==> src/rtl/clkstop_pkg.sv <==
package clkstop_pkg;
  localparam int PH_W = 2;
  localparam logic [1:0] LAT_DONE = 2'd3;

  function automatic logic [PH_W-1:0] ph_step(input logic [PH_W-1:0] p);
    return p + 1'b1;
  endfunction

  // CPU waveform is about to fall: the only safe decision point
  function automatic logic cpu_fall(input logic [PH_W-1:0] p);
    return p[0];
  endfunction

  // PCI waveform is about to fall: end of the half-rate divider cycle
  function automatic logic pci_fall(input logic [PH_W-1:0] p);
    return &p;
  endfunction

  function automatic logic [1:0] lat_step(input logic [1:0] l);
    return (l == LAT_DONE) ? l : l + 2'd1;
  endfunction
endpackage

==> src/rtl/clkstop_phase.sv <==
module clkstop_phase
  import clkstop_pkg::*;
(
  input  logic            clk,
  input  logic            rst,
  output logic [PH_W-1:0] nxt_o,
  output logic            cpu_bnd_o,
  output logic            pci_bnd_o
);
  logic [PH_W-1:0] ph_q;

  always_ff @(posedge clk) begin
    if (rst) ph_q <= '0;
    else     ph_q <= ph_step(ph_q);
  end

  assign nxt_o     = ph_step(ph_q);
  assign cpu_bnd_o = cpu_fall(ph_q);
  assign pci_bnd_o = pci_fall(ph_q);
endmodule

==> src/rtl/clkstop_sync.sv <==
module clkstop_sync #(
  parameter int STAGES = 2
) (
  input  logic clk,
  input  logic rst,
  input  logic d_i,
  output logic q_o
);
  logic [STAGES-1:0] sh_q;

  always_ff @(posedge clk) begin
    if (rst) sh_q <= '1;
    else     sh_q <= {sh_q[STAGES-2:0], d_i};
  end

  assign q_o = sh_q[STAGES-1];
endmodule

==> src/rtl/clkstop_gate.sv <==
module clkstop_gate
  import clkstop_pkg::*;
#(
  parameter bit USE_LAT = 1'b1
) (
  input  logic       clk,
  input  logic       rst,
  input  logic       bnd_i,
  input  logic       stop_i,
  output logic       run_o,
  output logic [1:0] lat_o
);
  logic run_q;
  logic lat_ok;

  generate
    if (USE_LAT) begin : g_lat
      logic [1:0] lat_q;
      always_ff @(posedge clk) begin
        if (rst)         lat_q <= LAT_DONE;
        else if (stop_i) lat_q <= 2'd0;
        else if (bnd_i)  lat_q <= lat_step(lat_q);
      end
      assign lat_o  = lat_q;
      assign lat_ok = (lat_q == LAT_DONE);
    end else begin : g_nolat
      assign lat_o  = LAT_DONE;
      assign lat_ok = 1'b1;
    end
  endgenerate

  always_ff @(posedge clk) begin
    if (rst) run_q <= 1'b1;
    else if (bnd_i) begin
      if (stop_i)      run_q <= 1'b0;
      else if (lat_ok) run_q <= 1'b1;
    end
  end

  assign run_o = run_q;
endmodule

==> src/rtl/clkstop_ctrl.sv <==
module clkstop_ctrl
  import clkstop_pkg::*;
#(
  parameter int NCPU = 4,
  parameter int NPCI = 6,
  parameter int NMEM = 12
) (
  input  logic            clk,
  input  logic            rst,
  input  logic            mode_i,
  input  logic            oe_i,
  input  logic            cpu_stop_n_i,
  input  logic            pci_stop_n_i,
  input  logic            pwr_dn_n_i,
  input  logic [NCPU-1:0] cpu_en_i,
  input  logic [NPCI-1:0] pci_en_i,
  input  logic            pcif_en_i,
  input  logic            ref_en_i,
  input  logic [NMEM-1:0] mem_en_i,
  output logic [NCPU-1:0] cpu_clk_o,
  output logic [NPCI-1:0] pci_clk_o,
  output logic            pcif_clk_o,
  output logic [NCPU-1:0] cpu_oe_o,
  output logic [NPCI-1:0] pci_oe_o,
  output logic            pcif_oe_o,
  output logic            ref_oe_o,
  output logic [NMEM-1:0] mem_oe_o,
  output logic            ref_run_o,
  output logic            mem_run_o
);
  logic [PH_W-1:0] nxt_w;
  logic cpu_bnd_w, pci_bnd_w;
  logic cpu_stop_q, pci_stop_q, pd_q_w;
  logic pd_req_w, cpu_req_w, pci_req_w;
  logic cpu_run_w, pci_run_w, pcif_run_w;
  logic [1:0] lat_w, pci_lat_w, pcif_lat_w;

  clkstop_phase u_phase (
    .clk(clk), .rst(rst), .nxt_o(nxt_w),
    .cpu_bnd_o(cpu_bnd_w), .pci_bnd_o(pci_bnd_w)
  );

  always_ff @(posedge clk) begin
    if (rst) begin
      cpu_stop_q <= 1'b1;
      pci_stop_q <= 1'b1;
    end else begin
      cpu_stop_q <= cpu_stop_n_i;
      pci_stop_q <= pci_stop_n_i;
    end
  end

  clkstop_sync #(.STAGES(2)) u_pd_sync (
    .clk(clk), .rst(rst), .d_i(pwr_dn_n_i), .q_o(pd_q_w)
  );

  assign pd_req_w  = ~mode_i & ~pd_q_w;
  assign cpu_req_w = (~mode_i & ~cpu_stop_q) | pd_req_w;
  assign pci_req_w = (~mode_i & ~pci_stop_q) | pd_req_w;

  clkstop_gate #(.USE_LAT(1'b1)) u_cpu_gate (
    .clk(clk), .rst(rst), .bnd_i(cpu_bnd_w), .stop_i(cpu_req_w),
    .run_o(cpu_run_w), .lat_o(lat_w)
  );
  clkstop_gate #(.USE_LAT(1'b0)) u_pci_gate (
    .clk(clk), .rst(rst), .bnd_i(pci_bnd_w), .stop_i(pci_req_w),
    .run_o(pci_run_w), .lat_o(pci_lat_w)
  );
  clkstop_gate #(.USE_LAT(1'b0)) u_pcif_gate (
    .clk(clk), .rst(rst), .bnd_i(pci_bnd_w), .stop_i(pd_req_w),
    .run_o(pcif_run_w), .lat_o(pcif_lat_w)
  );

  // One flop per output; the run flag only changes where the level goes low
  generate
    for (genvar i = 0; i < NCPU; i++) begin : g_cpu
      always_ff @(posedge clk) begin
        if (rst) cpu_clk_o[i] <= 1'b0;
        else     cpu_clk_o[i] <= nxt_w[0] & cpu_run_w;
      end
    end
    for (genvar j = 0; j < NPCI; j++) begin : g_pci
      always_ff @(posedge clk) begin
        if (rst) pci_clk_o[j] <= 1'b0;
        else     pci_clk_o[j] <= nxt_w[1] & pci_run_w;
      end
    end
  endgenerate

  always_ff @(posedge clk) begin
    if (rst) pcif_clk_o <= 1'b0;
    else     pcif_clk_o <= nxt_w[1] & pcif_run_w;
  end

  assign cpu_oe_o  = {NCPU{oe_i}} & cpu_en_i;
  assign pci_oe_o  = {NPCI{oe_i}} & pci_en_i;
  assign pcif_oe_o = oe_i & pcif_en_i;
  assign ref_oe_o  = oe_i & ref_en_i;
  assign mem_oe_o  = {NMEM{oe_i}} & mem_en_i;
  assign ref_run_o = ~pd_req_w;
  assign mem_run_o = ~pd_req_w;
endmodule


==> config.mk <==
export PLATFORM = sky130hd
export DESIGN_NAME = clkstop_ctrl
export DESIGN_NICKNAME = d
export VERILOG_FILES = /design/src/rtl/clkstop_pkg.sv /design/src/rtl/clkstop_phase.sv /design/src/rtl/clkstop_sync.sv /design/src/rtl/clkstop_gate.sv /design/src/rtl/clkstop_ctrl.sv
export SDC_FILE = /design/constraint.sdc
export NUM_CORES = 1
export LEC_CHECK = 0
export BUFFER_PORTS_ARGS = -buffer_cell sky130_fd_sc_hd__buf_2
export CAP_MARGIN = 10
export CORE_MARGIN = 5
export CORE_UTILIZATION = 37
export DETAILED_ROUTE_END_ITERATION = 8
export PLACE_DENSITY = 0.81
export SYNTH_ARGS = -nofsm -noshare
export SYNTH_HDL_FRONTEND = slang
export SYNTH_SLANG_ARGS = --single-unit
==> constraint.sdc <==
create_clock -name clk -period 2.2 [get_ports clk]
set_clock_uncertainty 0.05 [all_clocks]
set_input_delay 0.44 -clock clk [delete_from_list [all_inputs] [get_ports clk]]
set_output_delay 0.44 -clock clk [all_outputs]
set_load 0.01 [all_outputs]
### Word-level counts from Yosys, hierarchy flattened

Cells that the tools add are included.

| storage, ports and cells | value |
|---|---|
| bits in latches | 0 |
| flip-flop bits (word level) | 14 |
| ROM bits | 0 |
| memories kept | 0 |
| output and inout bits | 37 |
| memory bits (writable) | 0 |

| operators by class | value |
|---|---|
| div/mod/pow operators | 0 |
| mux-type cells | 7 |
| magnitude comparators | 0 |
| multipliers | 0 |
| eq/ne operators | 2 |
| $add $sub $neg | 2 |
| reduce and logical (&&, ||, !) cells | 5 |
| shifts and indexed selects | 0 |
| bitwise logic cells | 18 |

Operators with widths:

| operator | number |
|---|---|
| $and A12 B12 Y12 | 1 |
| $and A1 B1 Y1 | 8 |
| $and A6 B6 Y6 | 1 |
| $mux W2 | 3 |
| $reduce_and A2 Y1 | 3 |
| $not A1 Y1 | 5 |
| $add A2 B1 Y2 const B | 2 |
| $and A4 B4 Y4 | 1 |
| $mux W1 | 4 |
| $reduce_bool A2 Y1 | 2 |
| $eq A2 B2 Y1 const B | 1 |
| $ne A2 B2 Y1 const B | 1 |
| $or A1 B1 Y1 | 2 |

### Depth between registers and ports, before layout

Gate-level depths: netlist of run 1.

| depth | value |
|---|---|
| word-level depth | 5 |
| gate-level depth with buffers | 4 |
| gate-level depth less buffers | 4 |

### Modules after synthesis

A second synthesis of run 1 with hierarchy kept.

| unflattened totals | value |
|---|---|
| cells, all modules | 87 |
| area, all modules | 800.8 um^2 |

Modules (own cells, without submodules):

| module | instances | area each (um^2) | cells an instance |
|---|---|---|---|
| clkstop_ctrl | 1 | 421.7 | 49 |
| clkstop_gate (u_cpu_gate) | 1 | 147.6 | 14 |
| clkstop_gate (u_pci_gate ...) | 2 | 56.3 | 7 |
| clkstop_phase | 1 | 66.3 | 6 |
| clkstop_sync | 1 | 52.6 | 4 |

### Worst setup path before layout of run 1

No wires, ideal clock.

| timing path | value |
|---|---|
| path type | input-to-output |
| start | in mode_i |
| end | out ref_run_o |
| data required time | 1.710 ns |
| buffers on the path | 1 |
| setup slack | 0.875 ns |
| data arrival time | 0.835 ns |
| cell stages on the path | 2 |
| cells stage by stage | or2_4 -> buf_4 |

| between the ends | value |
|---|---|
| longest elaborated chain between the ends | 3 |

Ends and longest elaborated chain:

| what | RTL line | text |
|---|---|---|
| from (decl) | clkstop_ctrl.sv:10 | `input logic mode_i,` |
| $not A1 Y1 | clkstop_ctrl.sv:57 | `assign pd_req_w = ~mode_i & ~pd_q_w;` |
| $and A1 B1 Y1 | clkstop_ctrl.sv:57 |  |
| $not A1 Y1 | clkstop_ctrl.sv:100 | `assign ref_run_o = ~pd_req_w;` |
| to (decl) | clkstop_ctrl.sv:28 | `output logic ref_run_o,` |

No other way between the ends.

### Final worst setup path of run 1

| timing path | value |
|---|---|
| start | in oe_i |
| end | out mem_oe_o[8] |

| between the ends | value |
|---|---|
| longest elaborated chain between the ends | 1 |

Ends and longest elaborated chain:

| what | RTL line | text |
|---|---|---|
| from (decl) | clkstop_ctrl.sv:11 | `input logic oe_i,` |
| $and A12 B12 Y12 | clkstop_ctrl.sv:99 | `assign mem_oe_o = {NMEM{oe_i}} & mem_en_i;` |
| to (decl) | clkstop_ctrl.sv:27 | `output logic [NMEM-1:0] mem_oe_o,` |

No other way between the ends.

==> results of run 1 <==
-- worst min-delay path by stage --
stage / start / to / slack [ns] / cells after the start
final: pci_stop_n_i / pci_stop_q / 0.29 / 2
after global routing: pwr_dn_n_i / u_pd_sync.sh_q[0] / 0.29 / 2
after CTS: cpu_stop_n_i / cpu_stop_q / 0.28 / 2
after detailed placement: u_pd_sync.sh_q[0] / u_pd_sync.sh_q[1] / 0.35 / 1
after global placement: u_pd_sync.sh_q[0] / u_pd_sync.sh_q[1] / 0.35 / 1
after floorplan: u_pd_sync.sh_q[0] / u_pd_sync.sh_q[1] / 0.34 / 1
-- stage by stage --
step	hold slack, ns	power, mW	instances
detailed placement	0.353	0.440	157
global placement	0.349	0.435	157
finish	0.290	0.612	161
floorplan	0.339	0.385	77
CTS	0.276	0.623	161
global route	0.291	0.648	161
-- cell usage after synthesis (2+ instances only) --
cell type                   n
sky130_fd_sc_hd__buf_4      9
sky130_fd_sc_hd__and2_1    27
sky130_fd_sc_hd__clkbuf_1   3
sky130_fd_sc_hd__nor2b_1    2
sky130_fd_sc_hd__or2_2      5
sky130_fd_sc_hd__nor2_1     2
sky130_fd_sc_hd__ha_1       2
sky130_fd_sc_hd__a21oi_1    5
sky130_fd_sc_hd__dfxtp_1   14
sky130_fd_sc_hd__o21bai_1   2
-- worst max-delay path: stages --
cell	delay [ns]
sky130_fd_sc_hd__buf_2	0.24
sky130_fd_sc_hd__and2_1	0.17
sky130_fd_sc_hd__buf_2	0.13
-- logic make-up after synthesis --
group | synth area share
xor+xnor | 0.0126
compound gates | 0.0703
fa+ha+maj | 0.0360
simple gates | 0.350
buf+inv | 0.114
mux | 0.0144
flops | 0.404
-- flip-flops by register name, indices dropped and copies added (netlist names) --
name,flops
u_cpu_gate.lat_o,2
u_pd_sync.sh_q,2
u_phase.ph_q,2
cpu_clk_o,1
cpu_stop_q,1
pci_clk_o,1
pci_stop_q,1
pcif_clk_o,1
u_cpu_gate.run_o,1
u_pci_gate.run_o,1
u_pcif_gate.run_o,1
-- cell type report --
type,instances,area [um^2],share of cell area
clock buffers,4,36.3,0.0356
well taps,25,31.3,0.0307
multi-input cells,51,335,0.329
repair buffers,67,335,0.329
flip-flops and latches,14,280,0.275
-- per-layer routing --
layer / vias to the layer above / GRT usage
met1: 268 / 0.110
li1: 350 / -
met3: 0 / 0.0394
met4: 0 / 0.0638
met5: - / 0
met2: 47 / 0.194
-- power breakdown --
| group | leakage, nW | internal (mW) | switching, mW |
|---|---|---|---|
| logic | 0.430 | 0.0794 | 0.0698 |
| registers | 0.116 | 0.273 | 0.0109 |
| clock network | 0.0210 | 0.101 | 0.0782 |
==> results summary, run 1 <==
The number of buffers inserted by port buffering came out at 67. Post-CTS repair changed the size of 0 cells. The detailed router put a total of 682 um of wire on met1. The setup slack on the worst flop-to-flop path came out at 1.00 ns. The largest fanout on the critical path is 24. The number of distinct library cells after synthesis came out at 16. For this run, design rule violations remaining after detail routing come to 0.

The post-cts hold buffer count came out at 0. The final setup TNS is 0 ns. The count of antenna-violating nets left after detailed routing came out at 0. The number of buffers on the longest clock path is 2.

The highest achievable clock rate came out at 678 MHz. The sequential share of the synthesized area is 0.404. The die outline area is 2840 um^2. The time the final worst path needs with I/O delays and setup came out at 1.48 ns. The warning count from the yosys run is 0. The total length of routed met2 wires is 822 um.

The detailed placer's ending HPWL is 1530 um. The critical path capture point is mem_oe_o[8]. The die width is 53.3 um. After routing the design area is 1020 um^2. The leakage power came out at 0.567 nW.

For this configuration, the core starts out at a cell density of 0.394. The source of the worst register-to-register timing path is u_cpu_gate.lat_o[0]. The met3 layer wire length in the routed design came out at 300 um.

The maximum level of the CTS H-tree is 1. The final number of hold-violating endpoints is 0. The tree is rooted in a sky130_fd_sc_hd__clkbuf_4. The net total in the final layout is 170. The worst-margin pin slew is 0.254 ns. The power per cell area came out at 601 nW/um^2.

After detailed routing, the total wire length is 1810 um. The worst register-to-register path ends at u_cpu_gate.lat_o[1]. The pin count of the biggest net entering global routing came out at 25. In this run the top signal layer used is met3. For this run the aggregate overflow at the end of global routing stands at 0. In this run, synthesis produced a sequential element count of 14. The ratio of final minimum period to clock period came out at 0.671.

The number of fillers in the final layout is 170. Counting flops with a built-in enable in the synthesized netlist gives 0. The violation count after the first detailed-route iteration is 10. The routed layout has 665 vias.

The post-synthesis async set-or-reset flop share is 0. The number of buffers added by the clock tree synthesis step is 3. The tightest min-delay check is of the in -> reg type. For the worst setup path, the data arrival time is 0.99 ns. The count of inserted antenna diode cells is 0.

The library cell used most frequently in the layout, excluding fill and tap cells, is sky130_fd_sc_hd__buf_2. The net count after synthesis is 110. The worst slack at placement is 0.717 ns.

The number of maximum-capacitance constraint violations is 0. The clock-pin slew reported for the worst setup and hold paths after clock tree synthesis came out at 0.08 ns. In this run the cell area of the synthesized design comes to 694 um^2. The final estimated routing congestion in global placement is 0.701. The proportion of layout cells with a drive suffix above 1 is 0.566.

The count of standard-cell rows is 15. The gate count of the mapped netlist is 77. The share of the core filled with cells came out at 0.577. The flow ran to the end, and the final reports show no timing, DRC or antenna violations. Using the TritonRoute via totals, the vias-per-cell ratio works out to 4.13.

The first global-routing pass estimated 2330 um of wire. Of all cell types, the one taking the most synthesized area is sky130_fd_sc_hd__dfxtp_1. The post-synthesis area per instance came out at 9.02 um^2. The critical path is of the in -> out type. The first-pass iteration count of the detailed router is 4. STA classifies the critical path endpoint as a primary output. The TritonCTS clock tree is built. In this run the worst setup path begins at oe_i.

The worst setup path is launched from an input port. The final setup slack of the worst path came out at 0.724 ns. The area growth from synthesis to layout came out at 46.7%. The aggregate global-route resource usage came out at 0.110. The worst pin sits at a relative slew slack of 0.831. The initial antenna violation count is 0. In the post-synthesis netlist, the biggest area contributors are sky130_fd_sc_hd__dfxtp_1 40%, sky130_fd_sc_hd__and2_1 24%, sky130_fd_sc_hd__buf_4 9.7%. The count of pins over their slew limit came out at 0.

The overall die height came out at 53.3 um. For this design, the sink count on the clock tree is 14. Post-CTS timing repair inserted 0 buffers for setup. The region available for standard cell placement spans 1760 um^2.

In the layout the commonest cells are 67 x sky130_fd_sc_hd__buf_2, 27 x sky130_fd_sc_hd__and2_1, 14 x sky130_fd_sc_hd__dfxtp_1. The instance area after placement came out at 982 um^2. The via count of the first global-routing pass came to 554. The predominant post-synthesis flop cell is sky130_fd_sc_hd__dfxtp_1. Setup repair after global routing left no endpoint under its margin.

The number of failing setup endpoints in the final timing report came out at 0. Clock latency on the worst-skew pair, taken at its later pin, is 0.27 ns. Of the post-synthesis cell area, the dominant cell type holds 0.404.

Measured in cells, the most critical reg-to-reg path has a length of 4. The data required time of the critical path came out at 1.71 ns. The mean routed wirelength per cell is 11.2 um. Across the VDD grid, the largest voltage drop is 0.308 mV. For this design the top-level I/O count stands at 68.
(Power assumes the default switching activity.)
==> inputs of run 2 (changes only) <==
Settings changed: CORE_UTILIZATION 37 to 35, PLACE_DENSITY 0.81 to 0.77.
Clock period 2.2 ns to 1.5 ns, I/O delays scaled along.
==> results summary, run 2 (same netlist as run 1, synthesis figures left out) <==
The flow ran to the end, and the final reports show no timing, DRC or antenna violations. In the layout the commonest cells are 67 x sky130_fd_sc_hd__buf_2, 27 x sky130_fd_sc_hd__and2_1, 14 x sky130_fd_sc_hd__dfxtp_1. The first-pass iteration count of the detailed router came out at 2. The share of total power in sequential cells came out at 0.464. The via density per instance is 4.19. The number of buffers on the longest clock path is 2. Derived from the worst setup path, the maximum achievable clock frequency is 745 MHz. Summed over all nets, the half-perimeter wirelength after detailed placement is 1640 um. The total via count in the routed design is 683. The final number of hold-violating endpoints came out at 0. The die width came out at 54.5 um.

The violation count after the first detailed-route iteration is 1. The starting utilization of the core area came out at 0.361. The die outline area is 2970 um^2. The count of standard-cell rows is 16. Clock tree synthesis found a total of 14 sinks. In the finished design, the share of the clock period the worst path needs comes to 0.895.

The I/O pin total is 68. The initial antenna violation count came out at 0. The delay of the slowest critical-path stage is 0.33 ns. Fill cells in the final layout number 194.

The global-route wire length before repair came out at 2460 um. Clock tree synthesis inserted a total of 3 buffers. The class of the worst hold path is in -> reg. The worst register-to-register path begins at u_cpu_gate.lat_o[0].

The proportion of layout cells with a drive suffix above 1 is 0.566. The worst register-to-register path ends at u_cpu_gate.lat_o[1]. The count of pins over their slew limit came out at 0. The insertion delay to the later sink of the worst-skew pair is 0.27 ns. Of the total power, combinational logic draws 0.245. The post-cts repair resize count is 0. The routed design has 1890 um of wire.

The worst path buffer plus inverter count is 1. The via count of the first global-routing pass is 593. The maximum level of the CTS H-tree is 1. The pin count of the biggest net entering global routing came out at 25. 0 antenna diodes ended up in the layout. The setup slack on the worst flop-to-flop path is 0.29 ns.

The total power came out at 0.898 mW. Traced cell by cell, the critical path runs through or2_4 > buf_2. In this run the vertical extent of the chip is 54.5 um. The instance count along the most critical hold path came out at 2.

The mean routed wirelength per cell is 11.6 um. Setup repair after global routing left no endpoint under its margin. The power share of the clock group came out at 0.292. The detail route stage leaves a number of antenna-violating nets equal to 0. The net total in the final layout is 170. The clock-pin slew reported for the worst setup and hold paths after clock tree synthesis came out at 0.08 ns. The startpoint type of the worst setup path is a flop. Across the run, the number of max-cap violations was 0. Setup violations remaining at the end of the flow were counted as 0.

The cell type group with the largest total delay on the critical path is flip-flops. For this run, design rule violations remaining after detail routing come to 0. The relative slew slack is 0.821. STA puts the critical path data required time at 1.15 ns. For this design the ratio of total power to cell area is 879 nW/um^2. The area growth from synthesis to layout is 47.0%. The worst-margin pin slew came out at 0.268 ns. TritonCTS built the clock tree. The type of element capturing the critical path is a primary output. The final estimated routing congestion in global placement is 0.656. The tree is rooted in a sky130_fd_sc_hd__clkbuf_4.

The time the final worst path needs with I/O delays and setup is 1.34 ns. The arrival time at the worst endpoint came out at 0.99 ns. The share of total power consumed by net switching came out at 0.261.

The number of buffers inserted by port buffering came out at 67. The largest fanout on the critical path came out at 3. The post-cts hold buffer count is 0.

VDD sags by at most 0.614 mV. The leakage power came out at 0.567 nW. The cell-internal power came out at 0.663 mW. The final global-route overflow total came out at 0. Across every metal layer, demand over resource in global routing totals 0.117. The end point of the worst hold path is cpu_stop_q. Leaving out fill and tap cells, the most frequent cell in the layout is sky130_fd_sc_hd__buf_2.

The reported net switching power is 0.234 mW. The floorplan core area is 1920 um^2. Among all stages on the critical path, the largest delay is contributed by sky130_fd_sc_hd__dfxtp_1. The final setup TNS came out at 0 ns.

The worst-case reg-to-reg path depth came out at 4. The post-CTS setup buffer count is 0. The startpoint identified for the worst hold timing path is cpu_stop_n_i. The critical path is of the reg -> out type.
-- run 2: cell counts in the layout (fill, tap and decap cells not counted) --
No cell type changed its count.
-- run 2: final cells by class --
cell class	instances	area (um^2)	area share
Timing Repair Buffer	67	335	0.328
Multi-Input combinational cell	51	335	0.328
Tap cell	27	33.8	0.0331
Clock buffer	4	36.3	0.0355
Sequential cell	14	280	0.275
-- run 2: power groups by stage --
stage / logic [mW] / clock network (mW) / registers, mW
after floorplan: 0.138 / 0 / 0.427
after global placement: 0.217 / 0 / 0.423
after detailed placement: 0.223 / 0 / 0.426
after CTS: 0.224 / 0.272 / 0.417
after global routing: 0.244 / 0.293 / 0.420
final: 0.220 / 0.262 / 0.416
-- run 2: how the worst max path moves through the flow --
stage	from	end	slack, ns	depth (start not counted)
after detailed placement	oe_i	cpu_oe_o[0]	0.26	3
final	u_pd_sync.sh_q[1]	mem_run_o	0.16	2
after global placement	oe_i	cpu_oe_o[0]	0.28	3
after CTS	u_pd_sync.sh_q[1]	mem_run_o	0.14	2
after floorplan	u_cpu_gate.lat_o[0]	u_cpu_gate.lat_o[1]	0.37	4
after global routing	u_pd_sync.sh_q[1]	mem_run_o	0.1	2
-- run 2: routing by layer --
metal  share of wire  wire length (um)  vias up  global-route usage
li1                -                 -      350                   -
met1            0.35               661      289               0.111
met2            0.52               974       44               0.227
met3            0.13               255        0              0.0518
met4               0                 0        0              0.0249
met5               0                 0        -                   0
-- run 2: stage by stage --
step                worst slack [ns]  utilization  instance area (um^2)  std cells  hold slack, ns
floorplan                      0.371            -                   694         77           0.336
global placement               0.283        0.512                   985        159           0.343
detailed placement             0.255        0.512                   985        159           0.346
CTS                            0.135        0.531                  1020        163           0.145
global route                  0.0974        0.531                  1020        163           0.146
finish                         0.158        0.531                  1020        163           0.155
